File: src/rtl/excl_mon_pkg.sv
// Package: shared types for the exclusive access reservation monitor.
// Assumes: one store request at most per cycle.
package excl_mon_pkg;

    // Classification of the store request presented this cycle.
    typedef enum logic [1:0] {
        STX_IDLE = 2'd0,
        STX_EXCL = 2'd1,
        STX_SWAP = 2'd2
    } stx_kind_e;

endpackage

File: src/rtl/resv_track.sv
// Module: resv_track
// Holds the reservation (armed flag and full physical address).
// Compares snoop and store addresses at block granularity.
// Assumes: all comparisons use state from before this cycle's update.
// A load-exclusive overrides any clear in the same cycle.
module resv_track #(
    parameter int ADDR_W = 48,
    parameter int OFF_W  = 6
) (
    input  logic              clk,
    input  logic              rst_n,
    input  logic              ldx_valid,
    input  logic [ADDR_W-1:0] ldx_addr,
    input  logic              snp_valid,
    input  logic [ADDR_W-1:0] snp_addr,
    input  logic              snp_hit,
    input  logic              stx_excl,
    input  logic [ADDR_W-1:0] stx_addr,
    output logic              snoop_match,
    output logic              stx_ok
);
    localparam logic [ADDR_W-1:0] BLK_MASK = ~((ADDR_W'(1) << OFF_W) - ADDR_W'(1));

    logic              armed_q;
    logic [ADDR_W-1:0] held_q;
    logic              drop;

    // Block-granular compares against the held reservation.
    always_comb begin
        snoop_match = snp_valid && armed_q && ((held_q & BLK_MASK) == (snp_addr & BLK_MASK));
        stx_ok      = armed_q && ((held_q & BLK_MASK) == (stx_addr & BLK_MASK));
        drop        = snoop_match || snp_hit || stx_excl;
    end

    // Arm on load-exclusive, otherwise disarm on any breaking event.
    always_ff @(posedge clk) begin
        if (!rst_n) begin
            armed_q <= 1'b0;
            held_q  <= '0;
        end else if (ldx_valid) begin
            armed_q <= 1'b1;
            held_q  <= ldx_addr;
        end else if (drop) begin
            armed_q <= 1'b0;
        end
    end
endmodule

File: src/rtl/fail_counter.sv
// Module: fail_counter
// Saturating count of consecutive failed store-exclusives.
// Assumes: bump and clear are never high together.
module fail_counter #(
    parameter int WARN_LIMIT = 15
) (
    input  logic clk,
    input  logic rst_n,
    input  logic bump,
    input  logic clear,
    output logic warn
);
    localparam int              CNT_W = $clog2(WARN_LIMIT + 2);
    localparam logic [CNT_W-1:0] SAT  = CNT_W'(WARN_LIMIT + 1);
    localparam logic [CNT_W-1:0] LIM  = CNT_W'(WARN_LIMIT);

    logic [CNT_W-1:0] cnt_q;

    // Count failures up to saturation; any success restarts.
    always_ff @(posedge clk) begin
        if (!rst_n)                     cnt_q <= '0;
        else if (clear)                 cnt_q <= '0;
        else if (bump && cnt_q != SAT)  cnt_q <= cnt_q + CNT_W'(1);
    end

    // Warning while the run of failures is above the limit.
    always_comb warn = (cnt_q > LIM);
endmodule

File: src/rtl/evt_mailbox.sv
// Module: evt_mailbox
// Sticky event bit for wait-for-event logic and a registered wake pulse.
// Assumes: set has priority over consume.
module evt_mailbox (
    input  logic clk,
    input  logic rst_n,
    input  logic set_evt,
    input  logic wake_req,
    input  logic consume,
    output logic mailbox,
    output logic wake
);
    // Mailbox holds until consumed; a set in the same cycle wins.
    always_ff @(posedge clk) begin
        if (!rst_n)        mailbox <= 1'b0;
        else if (set_evt)  mailbox <= 1'b1;
        else if (consume)  mailbox <= 1'b0;
    end

    // Wake pulse lasts one cycle per request.
    always_ff @(posedge clk) begin
        if (!rst_n) wake <= 1'b0;
        else        wake <= wake_req;
    end
endmodule

File: src/rtl/excl_monitor.sv
// Module: excl_monitor (top)
// Per-core exclusive access reservation monitor.
// Store results are registered and appear one cycle after the request.
// Assumes: BLOCK_BYTES is a power of two no larger than 2**(ADDR_W-1).
module excl_monitor
    import excl_mon_pkg::*;
#(
    parameter int ADDR_W      = 48,
    parameter int BLOCK_BYTES = 64,
    parameter int WARN_LIMIT  = 15
) (
    input  logic              clk,
    input  logic              rst_n,
    input  logic              ldx_valid,
    input  logic [ADDR_W-1:0] ldx_addr,
    input  logic              stx_valid,
    input  logic              stx_swap,
    input  logic [ADDR_W-1:0] stx_addr,
    input  logic              snp_valid,
    input  logic [ADDR_W-1:0] snp_addr,
    input  logic              snp_hit,
    input  logic              evt_consume,
    output logic              stx_done,
    output logic              stx_pass,
    output logic              stx_fwd,
    output logic              evt_mailbox,
    output logic              wake_pulse,
    output logic              livelock_warn
);
    localparam int OFF_W = $clog2(BLOCK_BYTES);

    stx_kind_e kind;
    logic      snoop_match;
    logic      stx_ok;
    logic      pass_now;

    // Classify the store request.
    always_comb begin
        if (!stx_valid)    kind = STX_IDLE;
        else if (stx_swap) kind = STX_SWAP;
        else               kind = STX_EXCL;
        pass_now = (kind == STX_SWAP) || (kind == STX_EXCL && stx_ok);
    end

    resv_track #(.ADDR_W(ADDR_W), .OFF_W(OFF_W)) u_resv (
        .clk         (clk),
        .rst_n       (rst_n),
        .ldx_valid   (ldx_valid),
        .ldx_addr    (ldx_addr),
        .snp_valid   (snp_valid),
        .snp_addr    (snp_addr),
        .snp_hit     (snp_hit),
        .stx_excl    (kind == STX_EXCL),
        .stx_addr    (stx_addr),
        .snoop_match (snoop_match),
        .stx_ok      (stx_ok)
    );

    fail_counter #(.WARN_LIMIT(WARN_LIMIT)) u_fail (
        .clk   (clk),
        .rst_n (rst_n),
        .bump  (kind == STX_EXCL && !stx_ok),
        .clear (pass_now),
        .warn  (livelock_warn)
    );

    evt_mailbox u_evt (
        .clk      (clk),
        .rst_n    (rst_n),
        .set_evt  (snoop_match || snp_hit),
        .wake_req (snoop_match),
        .consume  (evt_consume),
        .mailbox  (evt_mailbox),
        .wake     (wake_pulse)
    );

    // Register the store result; only a pass is forwarded.
    always_ff @(posedge clk) begin
        if (!rst_n) begin
            stx_done <= 1'b0;
            stx_pass <= 1'b0;
            stx_fwd  <= 1'b0;
        end else begin
            stx_done <= (kind != STX_IDLE);
            stx_pass <= pass_now;
            stx_fwd  <= pass_now;
        end
    end
endmodule

File: config.mk
export PLATFORM = sky130hd
export DESIGN_NAME = excl_monitor
export DESIGN_NICKNAME = d
export VERILOG_FILES = /design/src/rtl/excl_mon_pkg.sv /design/src/rtl/resv_track.sv /design/src/rtl/fail_counter.sv /design/src/rtl/evt_mailbox.sv /design/src/rtl/excl_monitor.sv
export SDC_FILE = /design/constraint.sdc
export NUM_CORES = 1
export LEC_CHECK = 0
export BUFFER_PORTS_ARGS = -buffer_cell sky130_fd_sc_hd__buf_2
export CAP_MARGIN = 20
export CORE_AREA = 3 3 83 85
export CTS_BUF_LIST = sky130_fd_sc_hd__clkbuf_8 sky130_fd_sc_hd__clkbuf_16
export DETAILED_ROUTE_END_ITERATION = 10
export DIE_AREA = 0 0 86 88
export PLACE_DENSITY = 0.94
export SETUP_SLACK_MARGIN = 0.02
export SYNTH_ARGS = -nofsm -noshare
export SYNTH_HDL_FRONTEND = slang
export SYNTH_HIERARCHICAL = 1
export SYNTH_SLANG_ARGS = --single-unit
File: constraint.sdc
create_clock -name clk -period 4.3 [get_ports clk]
set_input_delay 0.86 -clock clk [delete_from_list [all_inputs] [get_ports clk]]
set_output_delay 0.86 -clock clk [all_outputs]
set_load 0.005 [all_outputs]
==> summary.md <==
| Metric | Value |
|---|---|
| Outcome | `finished clean` |
| RSZ-0062 raised after global routing | `no` |
| Critical Path End Type | `flip-flop` |
| Kind of critical path | `input port to flip-flop` |
| Post-synth cell types | `39` |
| Routed Antenna Nets | `0` |
| Skew final | `roughly 6.3 ps` |
| Starting Density | `49.5%` |
| Die area | `0.00757 sq mm` |
| CTS sink cnt | `52` |
| Syn nets | `476` |
| Vias in the first global route | `2920` |
| Post-CTS Setup Repair Bufs | `0` |
| CTS Hold Bufs | `0` |
| GP Congestion | `0.833` |
| Nets | `between 600 and 700` |
| Final hold violation count | `0` |
| Syn_area_per_cell | `9.69 sq um` |
| I/O Buffers | `139` |
| Vias | `~2900` |
| Crit Path Max Fanout | `4` |
| CP required | `4510 ps` |
| GR Layer Usage met3 | `4.42%` |
| Max Fclk | `345 MHz` |
| Die span in x | `86 microns` |
| Top-area cell type share of the netlist area | `33.5%` |
| Most frequent cells in the layout | `buf_2, xnor2_1, dfxtp_1` |
| Clock root cell | `clkbuf_8` |
| Footprint of the multi-input gates | `0.00200 sq mm` |
| Design area | `0.00398 sq mm` |
| Worst hold path class | `flip-flop to flip-flop` |
| Register bit total from synthesis | `52` |
| # Max-Cap Violations | `0` |
| Hpwl dp | `7590 microns` |
| TritonCTS buffer count | `5` |
| Layout cells sized above 1 | `between 30% and 40%` |
| Most common cell after layout, fill and taps aside | `buf_2` |
| CTS tree | `built` |
| EDFF count, synth | `0` |
| Slew HR | `46.9%` |
| Sequential fraction of the synthesis area | `33.5%` |
| Post-DR wirelength/cell | `17.3 microns` |
| Fillers | `around 530` |
| Area of placed instances | `~0.0039 sq mm` |
| Fin. max-slew vios | `0` |
| GRT busiest layer | `met2` |
| P_leak | `between 1.5 and 2 nW` |
| Number of top-level pins | `158` |
| Total power | `1.15 mW` |
| Final min period | `2900 ps` |
| Critical Path Start Type | `input port` |
| Reg area | `0.00104 sq mm` |
| Htree depth | `2` |
| Cell Area, Synth | `0.00311 sq mm` |
| Largest area contributor in the netlist | `dfxtp_1` |
| ANT cells | `0` |
| CTS resizes | `0` |
| Post-Route WL | `9290 microns` |
| Global-route wire length before repair | `14300 microns` |
| Top cells by area, synth | `dfxtp_1, xnor2_1, mux2i_1` |
| Initial antenna violation count | `0` |
| DIE HEIGHT | `88 microns` |
| GRT met2 Usage | `43.8%` |
| Mapped Cells | `321` |
| Largest net degree at the start of global routing | `50` |
| Routed vias/inst | `5.40` |
| Pwr dens | `290 mW/mm^2` |
| Syn. warnings | `6` |
| Drt first pass iters | `4` |
| DRC violation count after routing | `0` |
| Layout area overhead | `28.1%` |
| Dominant synthesized flop cell | `dfxtp_1` |
| Final setup vio count | `0` |
| Longest Clk Path Bufs | `2` |
| Core Util, Final | `63.5%` |
| Largest vdd supply drop | `208 uV` |
| Num rows | `29` |
| Reg clk slew, reported paths | `100 ps` |
| Worst-margin pin slew | `roughly 790 ps` |
| Total GRT Usage | `24.5%` |
| Worst hold slack | `540 ps` |
| Worst-Skew Late Latency | `310 ps` |
| Worst EP arrival | `3110 ps` |
| DRT iter0 DRCs | `about 150` |
| Final worst path period share | `67.5%` |
| Met1 Track Usage GR | `29.0%` |
| Total core area | `0.00628 sq mm` |
| Fin Setup TNS | `0 ps` |
| Grt total ovfl | `0` |
| Async set-reset flop share out of synthesis | `0%` |
[synthesized netlist by cell type (all sizes together) (2+ instances only)]
cell    instances
xnor2          69
dfxtp          52
nor2b          47
mux2i          42
nand4          23
xor2           15
nand2          10
nor4           10
buf             5
clkbuf          5
inv             5
nor2            4
ha              3
or4             3
a21oi           2
and2            2
nand3           2
nand4b          2
nor3            2
nor4b           2
o21a            2
[sequential cells by signal (all words and copies together), names as in the netlist]
register        count
stx_done            1
stx_fwd             1
u_evt/mailbox       1
u_evt/wake          1
u_fail/cnt_q        5
u_resv/armed_q      1
u_resv/held_q      42
[metrics by stage]
step,setup slack [ps],std cells
after floorplan,1840,321
after global placement,1240,528
after detailed placement,1130,528
after CTS,1440,536
after global routing,1220,536
final,1400,536
[final timing paths]
path / startpoint / end / slack, ps / cells after the start
setup / recovery: stx_addr[40] / u_fail/cnt_q[1] / 1400 / 10
hold / removal: u_fail/cnt_q[2] / u_fail/cnt_q[2] / 540 / 2
setup reg to reg: u_resv/held_q[34] / u_fail/cnt_q[1] / 1630 / 9
hold reg to reg: u_fail/cnt_q[2] / u_fail/cnt_q[2] / 540 / 2
[power breakdown]
part	total, mW	internal, mW	switching [mW]
sequential	0.539	0.508	0.0312
clock	0.359	0.191	0.168
combinational	0.256	0.138	0.117
[cell families after synthesis]
logic type / Yosys count / synth area share (%)
buffers and inverters: 15 / 2.09
and+or+nand+nor: 114 / 23.3
adders and majority gates: 3 / 1.21
DFF: 52 / 33.5
muxes: 42 / 13.5
xor gates and xnor gates: 84 / 23.7
AOI/OAI and AO/OA: 11 / 2.78
[layout make-up]
cell class	count	share of cell area [%]
inverter	5	0.471
tap	77	2.42
timing repair buffer	140	17.7
sequential	52	26.1
clock buffer	6	2.07
clock inverter	2	0.974
multi-input combinational	254	50.3
[metal layers]
layer	up-vias	share of wire, %	routed length [microns]
met3	21	6.8	631
met4	0	2.7	252
met5	-	0	0
li1	1385	-	-
met2	127	51	4720
met1	1361	40	3680
[critical path: stages]
cell     delay [ps]
buf_2           100
xnor2_1         150
nand4_1         160
nor4_1          360
nand2_1         130
nor4_1          720
nor3b_2         150
inv_1           160
nor2_1           80
o31ai_1         240
Power figures use the tool's default switching activity.
